File: src/rtl/altsign_pkg.sv
package altsign_pkg;

  // Upper operand index of pair k (order is fixed by the convolution array)
  function automatic int pair_hi(input int n, input int k);
    int r;
    r = 0;
    if (n == 7) begin
      case (k)
        0: r = 6;
        1: r = 2;
        default: r = 3;
      endcase
    end else begin
      case (k)
        0: r = 10;
        1: r = 2;
        2: r = 4;
        3: r = 8;
        default: r = 5;
      endcase
    end
    return r;
  endfunction

  // Lower operand index of pair k
  function automatic int pair_lo(input int n, input int k);
    int r;
    r = 0;
    if (n == 7) begin
      case (k)
        0: r = 1;
        1: r = 5;
        default: r = 4;
      endcase
    end else begin
      case (k)
        0: r = 1;
        1: r = 9;
        2: r = 7;
        3: r = 3;
        default: r = 6;
      endcase
    end
    return r;
  endfunction

endpackage

File: src/rtl/altsign_accum.sv
// Index counter, running register and parity-driven sign selection.
module altsign_accum #(
  parameter int W  = 8,
  parameter int N  = 7,
  parameter int IW = 3,
  parameter int AW = 11
) (
  input  logic                 clk,
  input  logic                 rst,
  input  logic                 take,
  input  logic [W-1:0]         sample,
  output logic [IW-1:0]        idx,
  output logic                 at_zero,
  output logic signed [AW-1:0] acc_next
);
  localparam logic [IW-1:0] TOP_IDX = IW'(N-1);

  logic signed [AW-1:0] acc_q;
  logic signed [AW-1:0] x_ext;
  logic                 first;
  logic                 odd;

  assign x_ext   = AW'($signed(sample));
  assign first   = (idx == TOP_IDX);
  assign odd     = idx[0];
  assign at_zero = (idx == '0);

  always_comb begin
    if (first)    acc_next = x_ext;
    else if (odd) acc_next = acc_q - x_ext;
    else          acc_next = acc_q + x_ext;
  end

  always_ff @(posedge clk) begin
    if (rst) begin
      idx   <= TOP_IDX;
      acc_q <= '0;
    end else if (take) begin
      acc_q <= acc_next;
      idx   <= at_zero ? TOP_IDX : idx - 1'b1;
    end
  end
endmodule

File: src/rtl/altsign_store.sv
// Holds xa(1)..xa(N-1) of the frame in progress; slot 0 reads as zero.
module altsign_store #(
  parameter int N  = 7,
  parameter int IW = 3,
  parameter int AW = 11
) (
  input  logic               clk,
  input  logic               rst,
  input  logic               we,
  input  logic [IW-1:0]      widx,
  input  logic [AW-1:0]      wdata,
  output logic [N*AW-1:0]    xa_flat
);
  assign xa_flat[AW-1:0] = '0;

  for (genvar e = 1; e < N; e++) begin : g_slot
    logic [AW-1:0] slot_q;
    always_ff @(posedge clk) begin
      if (rst)                           slot_q <= '0;
      else if (we && widx == IW'(e))     slot_q <= wdata;
    end
    assign xa_flat[e*AW +: AW] = slot_q;
  end
endmodule

File: src/rtl/altsign_pairs.sv
// Sum and difference of each fixed xa pair.
module altsign_pairs
  import altsign_pkg::*;
#(
  parameter int N  = 7,
  parameter int AW = 11,
  parameter int OW = 12,
  parameter int M  = 3
) (
  input  logic [N*AW-1:0] xa_flat,
  output logic [M*OW-1:0] sum_flat,
  output logic [M*OW-1:0] diff_flat
);
  for (genvar k = 0; k < M; k++) begin : g_pair
    localparam int HI = pair_hi(N, k);
    localparam int LO = pair_lo(N, k);
    logic signed [OW-1:0] a_ext;
    logic signed [OW-1:0] b_ext;
    assign a_ext = OW'($signed(xa_flat[HI*AW +: AW]));
    assign b_ext = OW'($signed(xa_flat[LO*AW +: AW]));
    assign sum_flat[k*OW +: OW]  = a_ext + b_ext;
    assign diff_flat[k*OW +: OW] = a_ext - b_ext;
  end
endmodule

File: src/rtl/altsign_restructurer.sv
module altsign_restructurer #(
  parameter  int W  = 8,
  parameter  int N  = 7,
  localparam int IW = $clog2(N),
  localparam int AW = W + IW,
  localparam int OW = AW + 1,
  localparam int M  = (N - 1) / 2
) (
  input  logic            clk,
  input  logic            rst,
  input  logic            in_valid,
  output logic            in_ready,
  input  logic [W-1:0]    in_sample,
  output logic            out_valid,
  input  logic            out_ready,
  output logic [AW-1:0]   out_xa0,
  output logic [M*OW-1:0] out_sum,
  output logic [M*OW-1:0] out_diff,
  output logic            frame_done
);
  logic                 take;
  logic                 last_take;
  logic [IW-1:0]        idx;
  logic                 at_zero;
  logic signed [AW-1:0] acc_next;
  logic [N*AW-1:0]      xa_flat;
  logic [M*OW-1:0]      sum_c;
  logic [M*OW-1:0]      diff_c;

  // closing sample waits only while an untaken result occupies the outputs
  assign in_ready  = !(at_zero && out_valid && !out_ready);
  assign take      = in_valid && in_ready;
  assign last_take = take && at_zero;

  altsign_accum #(.W(W), .N(N), .IW(IW), .AW(AW)) u_accum (
    .clk      (clk),
    .rst      (rst),
    .take     (take),
    .sample   (in_sample),
    .idx      (idx),
    .at_zero  (at_zero),
    .acc_next (acc_next)
  );

  altsign_store #(.N(N), .IW(IW), .AW(AW)) u_store (
    .clk     (clk),
    .rst     (rst),
    .we      (take && !at_zero),
    .widx    (idx),
    .wdata   (acc_next),
    .xa_flat (xa_flat)
  );

  altsign_pairs #(.N(N), .AW(AW), .OW(OW), .M(M)) u_pairs (
    .xa_flat   (xa_flat),
    .sum_flat  (sum_c),
    .diff_flat (diff_c)
  );

  always_ff @(posedge clk) begin
    if (rst) begin
      out_valid  <= 1'b0;
      frame_done <= 1'b0;
      out_xa0    <= '0;
      out_sum    <= '0;
      out_diff   <= '0;
    end else begin
      frame_done <= last_take;
      if (last_take) begin
        out_valid <= 1'b1;
        out_xa0   <= acc_next;
        out_sum   <= sum_c;
        out_diff  <= diff_c;
      end else if (out_ready) begin
        out_valid <= 1'b0;
      end
    end
  end
endmodule

File: config.mk
export PLATFORM = sky130hd
export DESIGN_NAME = altsign_restructurer
export DESIGN_NICKNAME = d
export VERILOG_FILES = /design/src/rtl/altsign_pkg.sv /design/src/rtl/altsign_accum.sv /design/src/rtl/altsign_store.sv /design/src/rtl/altsign_pairs.sv /design/src/rtl/altsign_restructurer.sv
export SDC_FILE = /design/constraint.sdc
export NUM_CORES = 1
export LEC_CHECK = 0
export BUFFER_PORTS_ARGS = -buffer_cell sky130_fd_sc_hd__buf_2
export CELL_PAD_IN_SITES_DETAIL_PLACEMENT = 0
export CELL_PAD_IN_SITES_GLOBAL_PLACEMENT = 1
export CORE_ASPECT_RATIO = 0.8
export CORE_MARGIN = 2
export CORE_UTILIZATION = 35
export DETAILED_ROUTE_END_ITERATION = 7
export PLACE_DENSITY = 0.73
export SLEW_MARGIN = 40
export SYNTH_ARGS = -nofsm -noshare
export SYNTH_HDL_FRONTEND = slang
export SYNTH_SLANG_ARGS = --single-unit
File: constraint.sdc
create_clock -name clk -period 3.2 [get_ports clk]
set_input_delay 0.16 -clock clk [delete_from_list [all_inputs] [get_ports clk]]
set_output_delay 0.16 -clock clk [all_outputs]
set_load 0.01 [all_outputs]
# Word level (Yosys, flattened, before mapping)

Cells that the tools add are included.

Logic and storage cells: 49
Bits in latches: 0
Output and inout port bits: 86
Bits in read-only memories: 0
Bits in registers: 165
Memories: 0
Input bits: 12
Memory bits (writable): 0

Add/subtract/negate cells: 9
Order comparisons: 0
Reduce and logical (&&, ||, !) cells: 16
Div/mod/pow operators: 0
Equal/unequal tests: 6
$mul: 0
Bitwise gates (word level): 0
Shift operators: 0
Multiplexer cells: 5

Operator list:

| cell                                                                | count |
|---|---|
| 11-bit by 11-bit adder with 12-bit output                           | 3 |
| 11-bit by 11-bit subtractor with 12-bit output                      | 3 |
| 11-bit 2-to-1 mux                                                   | 2 |
| 11-bit by 8-bit adder with 11-bit output                            | 1 |
| 1-bit logical AND                                                   | 11 |
| 11-bit by 8-bit subtractor with 11-bit output                       | 1 |
| 3-bit == test (second input constant)                               | 3 |
| 3-bit by 2-bit == test with 1-bit output (second input constant)    | 2 |
| 3-bit by 1-bit == test with 1-bit output (second input constant)    | 1 |
| 1-bit zero test                                                     | 3 |
| 3-bit zero test                                                     | 1 |
| 3-bit 2-to-1 mux                                                    | 1 |
| 3-bit by 1-bit subtractor with 3-bit output (second input constant) | 1 |
| 1-bit 2-to-1 mux                                                    | 2 |
| 2-bit nonzero test                                                  | 1 |

# Depth between registers and ports, before layout

Gate-level depths: netlist of the first run.

Word-level depth: 7
Mapped depth: 12
Gate-level depth less buffers: 11

# Hierarchy

From an unflattened synthesis of the first run, not the netlist that was laid out.

Cells, all modules: 1271
Area, all modules: 11125.7 um2

Modules (own cells, without submodules):

| module               | times used | sequential area each (um2) | cells an instance | area each (um2) |
|---|---|---|---|---|
| altsign_restructurer | 1          | 1701.6                     | 370               | 3801.1 |
| altsign_pairs        | 1          | 0.0                        | 458               | 3208.1 |
| altsign_store        | 1          | 1321.3                     | 243               | 2715.1 |
| altsign_accum        | 1          | 280.3                      | 200               | 1401.3 |

# Worst setup path after synthesis of the first run

OpenSTA, ideal clock, no wires.

Kind: register to register
Start: register u_accum.idx[0]
End: register u_accum.acc_q[9]
Arrival time: 2.487 ns
Required time: 3.067 ns
Slack: 0.580 ns
Library setup time: 0.133 ns
Period minus slack after synthesis: 2.620 ns
Stages on the path, launching flop included: 10
Cell sequence: dfxtp_1 > clkbuf_1 > mux2i_1 > ha_1 > nand2b_1 > a21boi_0 > a311oi_1 > o21a_1 > mux2i_1 > o21ai_0

Word-level cells in the longest chain between the ends: 5
Elaborated cells on any way between the ends: 8

Ends and longest elaborated chain:

| element                        | RTL line                   | RTL |
|---|---|---|
| start: declaration             | altsign_accum.sv:12        | `output logic [IW-1:0] idx,` |
| start signal: assignment       | altsign_accum.sv:40        | `idx <= at_zero ? TOP_IDX : idx - 1'b1;` |
| 3-bit zero test                | altsign_accum.sv:26        | `assign at_zero = (idx == '0);` |
| 1-bit logical AND (2 in a row) | altsign_restructurer.sv:31 | `assign in_ready = !(at_zero && out_valid && !out_ready);` |
| 1-bit zero test                | altsign_restructurer.sv:31 |  |
| 1-bit logical AND              | altsign_restructurer.sv:32 | `assign take = in_valid && in_ready;` |
| end signal: assignment         | altsign_accum.sv:39        | `acc_q <= acc_next;` |
| end: declaration               | altsign_accum.sv:18        | `logic signed [AW-1:0] acc_q;` |

Parallel ways exist; a longest one is shown, timed or not.
A chain may end at the register's enable or synchronous reset.

# Worst setup path in the final report of the first run

Start: register u_accum.idx[0]
End: register u_store.g_slot[2].slot_q[9]

Word-level cells in the longest chain between the ends: 7
Elaborated cells on any way between the ends: 12

Ends and longest elaborated chain:

| element                        | RTL line                   | RTL |
|---|---|---|
| 3-bit zero test                | altsign_accum.sv:26        |  |
| 1-bit logical AND (2 in a row) | altsign_restructurer.sv:31 |  |
| 1-bit zero test                | altsign_restructurer.sv:31 |  |
| 1-bit logical AND              | altsign_restructurer.sv:32 |  |
| 1-bit logical AND              | altsign_restructurer.sv:48 | `.we (take && !at_zero),` |
| 1-bit logical AND              | altsign_store.sv:20        | `else if (we && widx == IW'(e)) slot_q <= wdata;` |
| end signal: assignment         | altsign_store.sv:20        |  |
| end: declaration               | altsign_store.sv:17        | `logic [AW-1:0] slot_q;` |

Parallel ways exist; a longest one is shown, timed or not.

==> results_tabular.tex, run 1 <==
\begin{tabular}{lr}
\hline
Metric & Value \\
\hline
\multicolumn{2}{l}{\textbf{Worst setup path}} \\
\quad Worst setup path category & flip-flop to flip-flop \\
\quad Critical path endpoint category & flip-flop \\
\quad Delay-heaviest family, CP & compound AO/OA/AOI/OAI gates \\
\quad Cell with the biggest individual delay on the critical path & sky130\_fd\_sc\_hd\_\_dfxtp\_1 \\
\quad Most common cell type on the critical path & sky130\_fd\_sc\_hd\_\_buf\_4 \\
\quad Series of cell instances along the critical path & buf\_4, a21oi\_1, xnor2\_1, ha\_1, nor2b\_1, a311oi\_1, o21a\_1, mux2i\_1, buf\_4, a211oi\_1 \\
\quad Startpoint type of the worst setup path & flip-flop \\
\quad Worst Path Max Fanout & 9 \\
\quad Required time of the critical path & 3480 ps \\
\quad Slowest cell delay on critical path & 540 ps \\
\quad CP Buf/Inv Count & 2 \\
\quad Arr. time, crit path & 3110 ps \\
\multicolumn{2}{l}{\textbf{Logic synthesis}} \\
\quad Cell Area, Synth & 9420 um2 \\
\quad Synthesized area per cell & 8.14 um2 \\
\quad Number of nets produced by synthesis & 1259 \\
\quad Cell taking the most area after synthesis & sky130\_fd\_sc\_hd\_\_dfxtp\_1 \\
\quad Sequential share of the synthesized area & 0.344 \\
\quad Cell variety after synth & 68 \\
\quad Area contributors post-synth & sky130\_fd\_sc\_hd\_\_dfxtp\_1, sky130\_fd\_sc\_hd\_\_ha\_1, sky130\_fd\_sc\_hd\_\_a211oi\_1 \\
\quad Predominant post-synthesis flop cell & sky130\_fd\_sc\_hd\_\_dfxtp\_1 \\
\quad Yosys top cell area share & 0.344 \\
\quad Proportion of register bits with asynchronous set or reset after synthesis & 0 \\
\quad Number of enable-type register cells in the synthesized netlist & 0 \\
\quad Synth warnings & 0 \\
\quad Number of standard cells after synthesis & 1158 \\
\quad Number of flip-flops and latches in the synthesized netlist & 162 \\
\multicolumn{2}{l}{\textbf{Layout}} \\
\quad FF/Latch Area & 3240 um2 \\
\quad Footprint of the multi-input gates & 5600 um2 \\
\quad Fraction of layout cells with a size suffix above 1 & 0.144 \\
\quad Design area & 10800 um2 \\
\quad N\_diodes & 0 \\
\quad Total Nets Final & 1319 \\
\quad Area growth from synthesis to final layout & 14.6\% \\
\quad Utilization after layout & 0.409 \\
\quad Number of filler instances in the final layout & 2731 \\
\multicolumn{2}{l}{\textbf{Timing}} \\
\quad F\_max & 354 MHz \\
\quad Headroom to the max-slew limit & 0.579 \\
\quad Worst Tran Pin Value & 632 ps \\
\quad Count of final hold-check violations & 0 \\
\quad Total count of max-transition violations in the final report & 0 \\
\quad Number of endpoints failing setup at the final stage & 0 \\
\quad Minimum clock period after layout & 2820 ps \\
\quad RSZ-0062 raised after global routing & false \\
\quad Post-route clock skew & 10.6 ps \\
\quad Total negative slack for setup checks & 0 ps \\
\quad Worst Hold Margin & 49.2 ps \\
\quad Final worst-path cycle share & 0.882 \\
\multicolumn{2}{l}{\textbf{Placed design}} \\
\quad Post-DP HPWL & 18900 um \\
\quad Port buffer count & 97 \\
\quad Post-detailed-placement cell area & 10200 um2 \\
\quad Routability-driven placement congestion ratio & 0.849 \\
\multicolumn{2}{l}{\textbf{Route}} \\
\quad Detailed Routing Iterations Pass 1 & 5 \\
\quad Antenna-violating nets left & 0 \\
\quad Wire length per cell & 16.1 um \\
\quad DRC marker count from the first detailed-route iteration & 583 \\
\quad Average via count per standard cell & 5.08 \\
\quad Via total after detailed routing & 8073 \\
\quad DRC errors left & 0 \\
\quad Total wirelength of the detailed-routed design & 25600 um \\
\multicolumn{2}{l}{\textbf{CTS}} \\
\quad Root cell of the clock tree & sky130\_fd\_sc\_hd\_\_clkbuf\_16 \\
\quad Number of sinks handled by clock tree synthesis & 162 \\
\quad Number of buffers inserted to repair setup after CTS & 0 \\
\quad \# hold bufs at CTS & 0 \\
\quad Htree depth & 4 \\
\quad Skew-Pair Late Insertion Delay & 430 ps \\
\quad Clk slew on worst S/H paths & 70 ps \\
\quad Buffer depth of the longest clock path & 2 \\
\quad Number of buffers created by CTS & 17 \\
\quad Gates resized, CTS repair & 0 \\
\quad CTS tree & built \\
\multicolumn{2}{l}{\textbf{Die}} \\
\quad Initial Utilization & 0.357 \\
\quad Count of standard-cell rows & 53 \\
\quad I/O pin total & 98 \\
\quad Chip Width & 187 um \\
\quad Area of the die & 28300 um2 \\
\quad Vertical extent of the die & 151 um \\
\quad CORE AREA & 26400 um2 \\
\multicolumn{2}{l}{\textbf{Flow run}} \\
\quad Number of maximum-capacitance violations & 0 \\
\multicolumn{2}{l}{\textbf{Global route}} \\
\quad Maximum number of pins on one net before global-route repair & 60 \\
\quad Total GRT Usage & 0.184 \\
\quad Vias in the first global route & 7620 \\
\quad Global-route wire length before repair & 41600 um \\
\quad Number of antenna violations at the first check in global routing & 0 \\
\quad Grt total ovfl & 0 \\
\multicolumn{2}{l}{\textbf{Hold path}} \\
\quad Kind of path behind the tightest hold check & input port to flip-flop \\
\multicolumn{2}{l}{\textbf{Power and ir drop}} \\
\quad Static Leakage & 0.00434 uW \\
\quad Pwr per Cell Area & 481 nW/um2 \\
\quad Peak supply drop & 0.310 mV \\
\multicolumn{2}{l}{\textbf{Run status}} \\
\quad Status & finished, final reports clean \\
\hline
\end{tabular}
-- through the flow --
step	setup WS, ps	power [uW]	std cells
global route	209	5450	1588
finish	377	5190	1588
floorplan	580	2860	1158
global placement	361	3210	1556
CTS	371	5260	1588
detailed placement	271	3220	1556
-- sequential cells by signal (all words and copies together), names as in the netlist --
register               cells
u_accum.acc_q             11
frame_done                 1
out_diff                  33
u_accum.idx                3
u_store.g_slot.slot_q     66
out_xa0                   11
out_sum                   36
out_valid                  1
-- tightest hold or removal path, stage by stage --
cell                      delay [ps]
sky130_fd_sc_hd__buf_2           140
sky130_fd_sc_hd__nand3_1          70
sky130_fd_sc_hd__a21oi_1          50
-- path summary, 6_finish.rpt --
path | startpoint | to | slack, ps | depth (start not counted)
min reg2reg | out_diff[20] | out_diff[20] | 450 | 2
min | in_sample[1] | u_store.g_slot[6].slot_q[1] | 50 | 3
max reg2reg | u_accum.idx[0] | u_store.g_slot[2].slot_q[9] | 380 | 10
max | u_accum.idx[0] | u_store.g_slot[2].slot_q[9] | 380 | 10
-- area by class of cell --
cell class | count | share of cell area
multi-input cells | 849 | 0.518
flip-flops and latches | 162 | 0.300
repair buffers | 121 | 0.0642
well taps | 357 | 0.0414
clock buffers | 18 | 0.0407
inverters | 67 | 0.0233
clock inverters | 14 | 0.0119
-- metal layers --
metal,share of wire,track usage
met5,0,0
met4,0.010,0.0417
met3,0.037,0.0312
met2,0.42,0.281
met1,0.53,0.271
-- layout by cell type (no fill, tap or decap), types with 9 or more instances in the layout --
cell type                   Yosys  routed
sky130_fd_sc_hd__nand2_1       84      84
sky130_fd_sc_hd__nand2b_1      24      24
sky130_fd_sc_hd__a211oi_1      92      92
sky130_fd_sc_hd__clkbuf_16      0      17
sky130_fd_sc_hd__nor2_1       161     161
sky130_fd_sc_hd__nand3_1       22      21
sky130_fd_sc_hd__a21oi_1       86      86
sky130_fd_sc_hd__buf_2         18      96
sky130_fd_sc_hd__buf_4          3      23
sky130_fd_sc_hd__o21ai_0       47      47
sky130_fd_sc_hd__xnor2_1       36      36
sky130_fd_sc_hd__nand3b_1      13      13
sky130_fd_sc_hd__xor2_1         9       9
sky130_fd_sc_hd__inv_1         67      67
sky130_fd_sc_hd__a21o_1         9       9
sky130_fd_sc_hd__ha_1          82      82
sky130_fd_sc_hd__nor3_1        27      27
sky130_fd_sc_hd__dfxtp_1      162     162
sky130_fd_sc_hd__o21a_1         9       9
sky130_fd_sc_hd__nor2b_1       11      11
-- kinds of logic (layout without fill, tap and decap cells) --
logic type,Yosys count,count (layout),share of synthesized area
XOR/XNOR,46,46,0.0436
flip-flops,162,162,0.344
buffers and inverters,147,220,0.0629
multiplexers,8,8,0.00863
adder cells (fa/ha/maj),89,89,0.124
AO/OA/AOI/OAI,307,307,0.216
AND/OR/NAND/NOR,399,399,0.201
-- synth_stat cells, types with 8 or more instances --
library cell and number:
sky130_fd_sc_hd__o21ai_0 47, sky130_fd_sc_hd__inv_1 67, sky130_fd_sc_hd__dfxtp_1 162, sky130_fd_sc_hd__o21ai_1 8, sky130_fd_sc_hd__buf_2 18, sky130_fd_sc_hd__clkbuf_1 54, sky130_fd_sc_hd__a21o_1 9, sky130_fd_sc_hd__nand3b_1 13
sky130_fd_sc_hd__nand3_1 22, sky130_fd_sc_hd__xor2_1 9, sky130_fd_sc_hd__o21a_1 9, sky130_fd_sc_hd__a211oi_1 92, sky130_fd_sc_hd__nand2_1 84, sky130_fd_sc_hd__nand2b_1 24, sky130_fd_sc_hd__ha_1 82, sky130_fd_sc_hd__xnor2_1 36
sky130_fd_sc_hd__or3_1 8, sky130_fd_sc_hd__nor3_1 27, sky130_fd_sc_hd__nor2b_1 11, sky130_fd_sc_hd__nor2_1 161, sky130_fd_sc_hd__a21oi_1 86
-- where the power goes --
group	switching [uW]	total, uW	internal [uW]
Clock	914	2020	1100
Combinational	655	1050	399
Sequential	50.5	2120	2070
Total	1620	5190	3570
Power figures use the tool's default switching activity.
==> run 2, diff against run 1 <==
--- a/config.mk
+++ b/config.mk
@@ -10,9 +10,10 @@
 export CELL_PAD_IN_SITES_GLOBAL_PLACEMENT = 1
 export CORE_ASPECT_RATIO = 0.8
 export CORE_MARGIN = 2
-export CORE_UTILIZATION = 35
+export CORE_UTILIZATION = 45
+export CTS_CLUSTER_SIZE = 8
 export DETAILED_ROUTE_END_ITERATION = 7
-export PLACE_DENSITY = 0.73
+export PLACE_DENSITY = 0.88
 export SLEW_MARGIN = 40
 export SYNTH_ARGS = -nofsm -noshare
 export SYNTH_HDL_FRONTEND = slang
==> run 2 against run 1 <==
Effect of this change:
- register-to-register slack got worse by 110 ps
- fmax decreased by 3.9%
- sequential share of layout area increased by 0.37 points
- total power increased by 0.88%
- critical path type unchanged
- worst hold slack got worse by 1.6 ps
==> results_tabular.tex, run 2 (same netlist as run 1, synthesis figures left out) <==
\begin{tabular}{lr}
\hline
Metric & Value \\
\hline
\multicolumn{2}{l}{\textbf{Global route}} \\
\quad Busiest metal layer after global routing & met2 (unchanged) \\
\quad M2 GR Usage & 0.339 (was 0.281) \\
\quad Vias in the first global route & 7497 (was 7620) \\
\quad Met1 Use GR & 0.318 (was 0.271) \\
\quad Total GRT Usage & 0.219 (was 0.184) \\
\quad Maximum number of pins on one net before global-route repair & 61 (was 60) \\
\quad Global-route met3 utilization & 0.0386 (was 0.0312) \\
\quad Grt total ovfl & 0 (unchanged) \\
\quad Number of antenna violations at the first check in global routing & 0 (unchanged) \\
\quad Global-route wire length before repair & 39500 um (was 41600 um) \\
\multicolumn{2}{l}{\textbf{Die}} \\
\quad I/O pin total & 98 (unchanged) \\
\quad Chip Width & 166 um (was 187 um) \\
\quad Initial Utilization & 0.457 (was 0.357) \\
\quad CORE AREA & 20600 um2 (was 26400 um2) \\
\quad Vertical extent of the die & 133 um (was 151 um) \\
\quad Area of the die & 22100 um2 (was 28300 um2) \\
\quad Count of standard-cell rows & 47 (was 53) \\
\multicolumn{2}{l}{\textbf{Layout}} \\
\quad Largest registers & u\_store.g\_slot.slot\_q (66), out\_sum (36), out\_diff (33) (unchanged) \\
\quad N\_diodes & 0 (unchanged) \\
\quad Total Nets Final & 1313 (was 1319) \\
\quad Most frequent cells in the layout & sky130\_fd\_sc\_hd\_\_dfxtp\_1, sky130\_fd\_sc\_hd\_\_nor2\_1, sky130\_fd\_sc\_hd\_\_buf\_2, sky130\_fd\_sc\_hd\_\_a211oi\_1, sky130\_fd\_sc\_hd\_\_a21oi\_1 (unchanged) \\
\quad Area growth from synthesis to final layout & 13.2\% (was 14.6\%) \\
\quad Number of filler instances in the final layout & 1989 (was 2731) \\
\quad Fraction of layout cells with a size suffix above 1 & 0.140 (was 0.144) \\
\quad Register name with the most flops & u\_store.g\_slot.slot\_q (unchanged) \\
\quad Design area & 10700 um2 (was 10800 um2) \\
\quad Flip-flop count of the largest register after layout & 66 (unchanged) \\
\quad Most frequent standard cell in the layout excluding fill and tap cells & sky130\_fd\_sc\_hd\_\_dfxtp\_1 (unchanged) \\
\multicolumn{2}{l}{\textbf{Worst setup path}} \\
\quad Worst reg2reg setup slack & 260 ps (was 380 ps) \\
\quad Endpoint of the worst-slack reg-to-reg timing path & u\_accum.acc\_q[8] (was u\_store.g\_slot[2].slot\_q[9]) \\
\quad Startpoint type of the worst setup path & flip-flop (unchanged) \\
\quad Worst setup path startpoint & u\_accum.idx[0] (unchanged) \\
\quad Worst Path Max Fanout & 17 (was 9) \\
\quad Worst setup path category & flip-flop to flip-flop (unchanged) \\
\quad Critical path endpoint category & flip-flop (unchanged) \\
\quad Endpoint of the worst setup timing path & u\_accum.acc\_q[8] (was u\_store.g\_slot[2].slot\_q[9]) \\
\quad Required time of the critical path & 3490 ps (was 3480 ps) \\
\quad Origin of the critical flop-to-flop path & u\_accum.idx[0] (unchanged) \\
\quad Worst-case reg-to-reg path depth & 8 (was 10) \\
\quad Arr. time, crit path & 3230 ps (was 3110 ps) \\
\multicolumn{2}{l}{\textbf{Route}} \\
\quad Via total after detailed routing & 8111 (was 8073) \\
\quad Wire length per cell & 16.1 um (about the same) \\
\quad Average via count per standard cell & 5.43 (was 5.08) \\
\quad Total wirelength of the detailed-routed design & 24100 um (was 25600 um) \\
\quad Detailed Routing Iterations Pass 1 & 5 (unchanged) \\
\quad DRC marker count from the first detailed-route iteration & 625 (was 583) \\
\quad DRC errors left & 0 (unchanged) \\
\quad Antenna-violating nets left & 0 (unchanged) \\
\multicolumn{2}{l}{\textbf{CTS}} \\
\quad Number of sinks handled by clock tree synthesis & 162 (unchanged) \\
\quad Number of buffers created by CTS & 17 (unchanged) \\
\quad Gates resized, CTS repair & 0 (unchanged) \\
\quad Root cell of the clock tree & sky130\_fd\_sc\_hd\_\_clkbuf\_16 (unchanged) \\
\quad Htree depth & 4 (unchanged) \\
\quad CTS tree & built (unchanged) \\
\quad Number of buffers inserted to repair setup after CTS & 0 (unchanged) \\
\quad \# hold bufs at CTS & 0 (unchanged) \\
\quad Clk slew on worst S/H paths & 70 ps (about the same) \\
\quad Buffer depth of the longest clock path & 2 (unchanged) \\
\quad Skew-Pair Late Insertion Delay & 430 ps (about the same) \\
\multicolumn{2}{l}{\textbf{Timing}} \\
\quad Number of endpoints failing setup at the final stage & 0 (unchanged) \\
\quad Worst Tran Pin Value & 673 ps (was 632 ps) \\
\quad Total negative slack for setup checks & 0 ps (unchanged) \\
\quad RSZ-0062 raised after global routing & false (unchanged) \\
\quad F\_max & 340 MHz (was 354 MHz) \\
\quad Count of final hold-check violations & 0 (unchanged) \\
\quad Total count of max-transition violations in the final report & 0 (unchanged) \\
\quad Headroom to the max-slew limit & 0.552 (was 0.579) \\
\quad Final worst-path cycle share & 0.918 (was 0.882) \\
\quad Post-route clock skew & 12.3 ps (was 10.6 ps) \\
\quad Minimum clock period after layout & 2940 ps (was 2820 ps) \\
\multicolumn{2}{l}{\textbf{Hold path}} \\
\quad Worst Min Path Start & in\_sample[0] (was in\_sample[1]) \\
\quad Kind of path behind the tightest hold check & input port to flip-flop (unchanged) \\
\multicolumn{2}{l}{\textbf{Placed design}} \\
\quad Port buffer count & 97 (unchanged) \\
\quad Post-detailed-placement cell area & 10100 um2 (was 10200 um2) \\
\quad Routability-driven placement congestion ratio & 0.872 (was 0.849) \\
\quad Post-DP HPWL & 17400 um (was 18900 um) \\
\multicolumn{2}{l}{\textbf{Run status}} \\
\quad Status & finished, final reports clean (unchanged) \\
\multicolumn{2}{l}{\textbf{Power and ir drop}} \\
\quad Pwr per Cell Area & 491 nW/um2 (was 481 nW/um2) \\
\quad Peak supply drop & 0.432 mV (was 0.310 mV) \\
\quad Static Leakage & 0.00432 uW (was 0.00434 uW) \\
\multicolumn{2}{l}{\textbf{Flow run}} \\
\quad Number of maximum-capacitance violations & 0 (unchanged) \\
\hline
\end{tabular}
-- run 2: where the power goes --
part	total, uW	switching [uW]	internal (uW)
registers	2130	51.2	2070
logic	1020	637	381
clock network	2100	894	1200
total	5240	1580	3660
-- run 2: worst min path at each step --
| stage | end | slack [ps] | cells past startpoint |
|---|---|---|---|
| floorplan | u_store.g_slot[6].slot_q[0] | 310 | 2 |
| global placement | out_diff[16] | 440 | 2 |
| detailed placement | out_diff[4] | 440 | 2 |
| CTS | u_store.g_slot[6].slot_q[1] | 30 | 3 |
| global route | u_store.g_slot[6].slot_q[4] | 50 | 3 |
| finish | u_store.g_slot[6].slot_q[0] | 50 | 3 |
-- run 2: final cells by class --
cell class              instances  area (um2)  share of cell area
well taps                     269         337              0.0316
repair buffers                115         636              0.0596
multi-input cells             849        5600               0.525
clock inverters                13         146              0.0137
clock buffers                  19         453              0.0425
inverters                      67         251              0.0236
flip-flops and latches        162        3240               0.304
-- run 2: critical path, stage by stage (launching register included) --
cell                       delay [ps]
sky130_fd_sc_hd__dfxtp_1          670
sky130_fd_sc_hd__mux2i_1          230
sky130_fd_sc_hd__fa_1             490
sky130_fd_sc_hd__a211oi_1         310
sky130_fd_sc_hd__o21a_1           220
sky130_fd_sc_hd__o21bai_1         100
sky130_fd_sc_hd__xnor2_1          420
sky130_fd_sc_hd__and2_1           270
sky130_fd_sc_hd__a211oi_1          90
-- run 2: per-layer routing --
metal	share of wire	vias up
met2	0.44	172
met4	0.010	0
met1	0.51	3776
met5	0	-
met3	0.040	25
li1	-	4138
-- run 2: per-stage QoR --
step / setup WS [ps] / utilization / power, uW / hold WS, ps / instances
detailed placement: 269 / 0.488 / 3180 / 442 / 1462
finish: 263 / 0.517 / 5240 / 47.6 / 1494
floorplan: 580 / - / 2860 / 307 / 1158
CTS: 251 / 0.517 / 5270 / 33.5 / 1494
global placement: 367 / 0.488 / 3160 / 436 / 1462
global route: 6.99 / 0.517 / 5490 / 53.3 / 1494
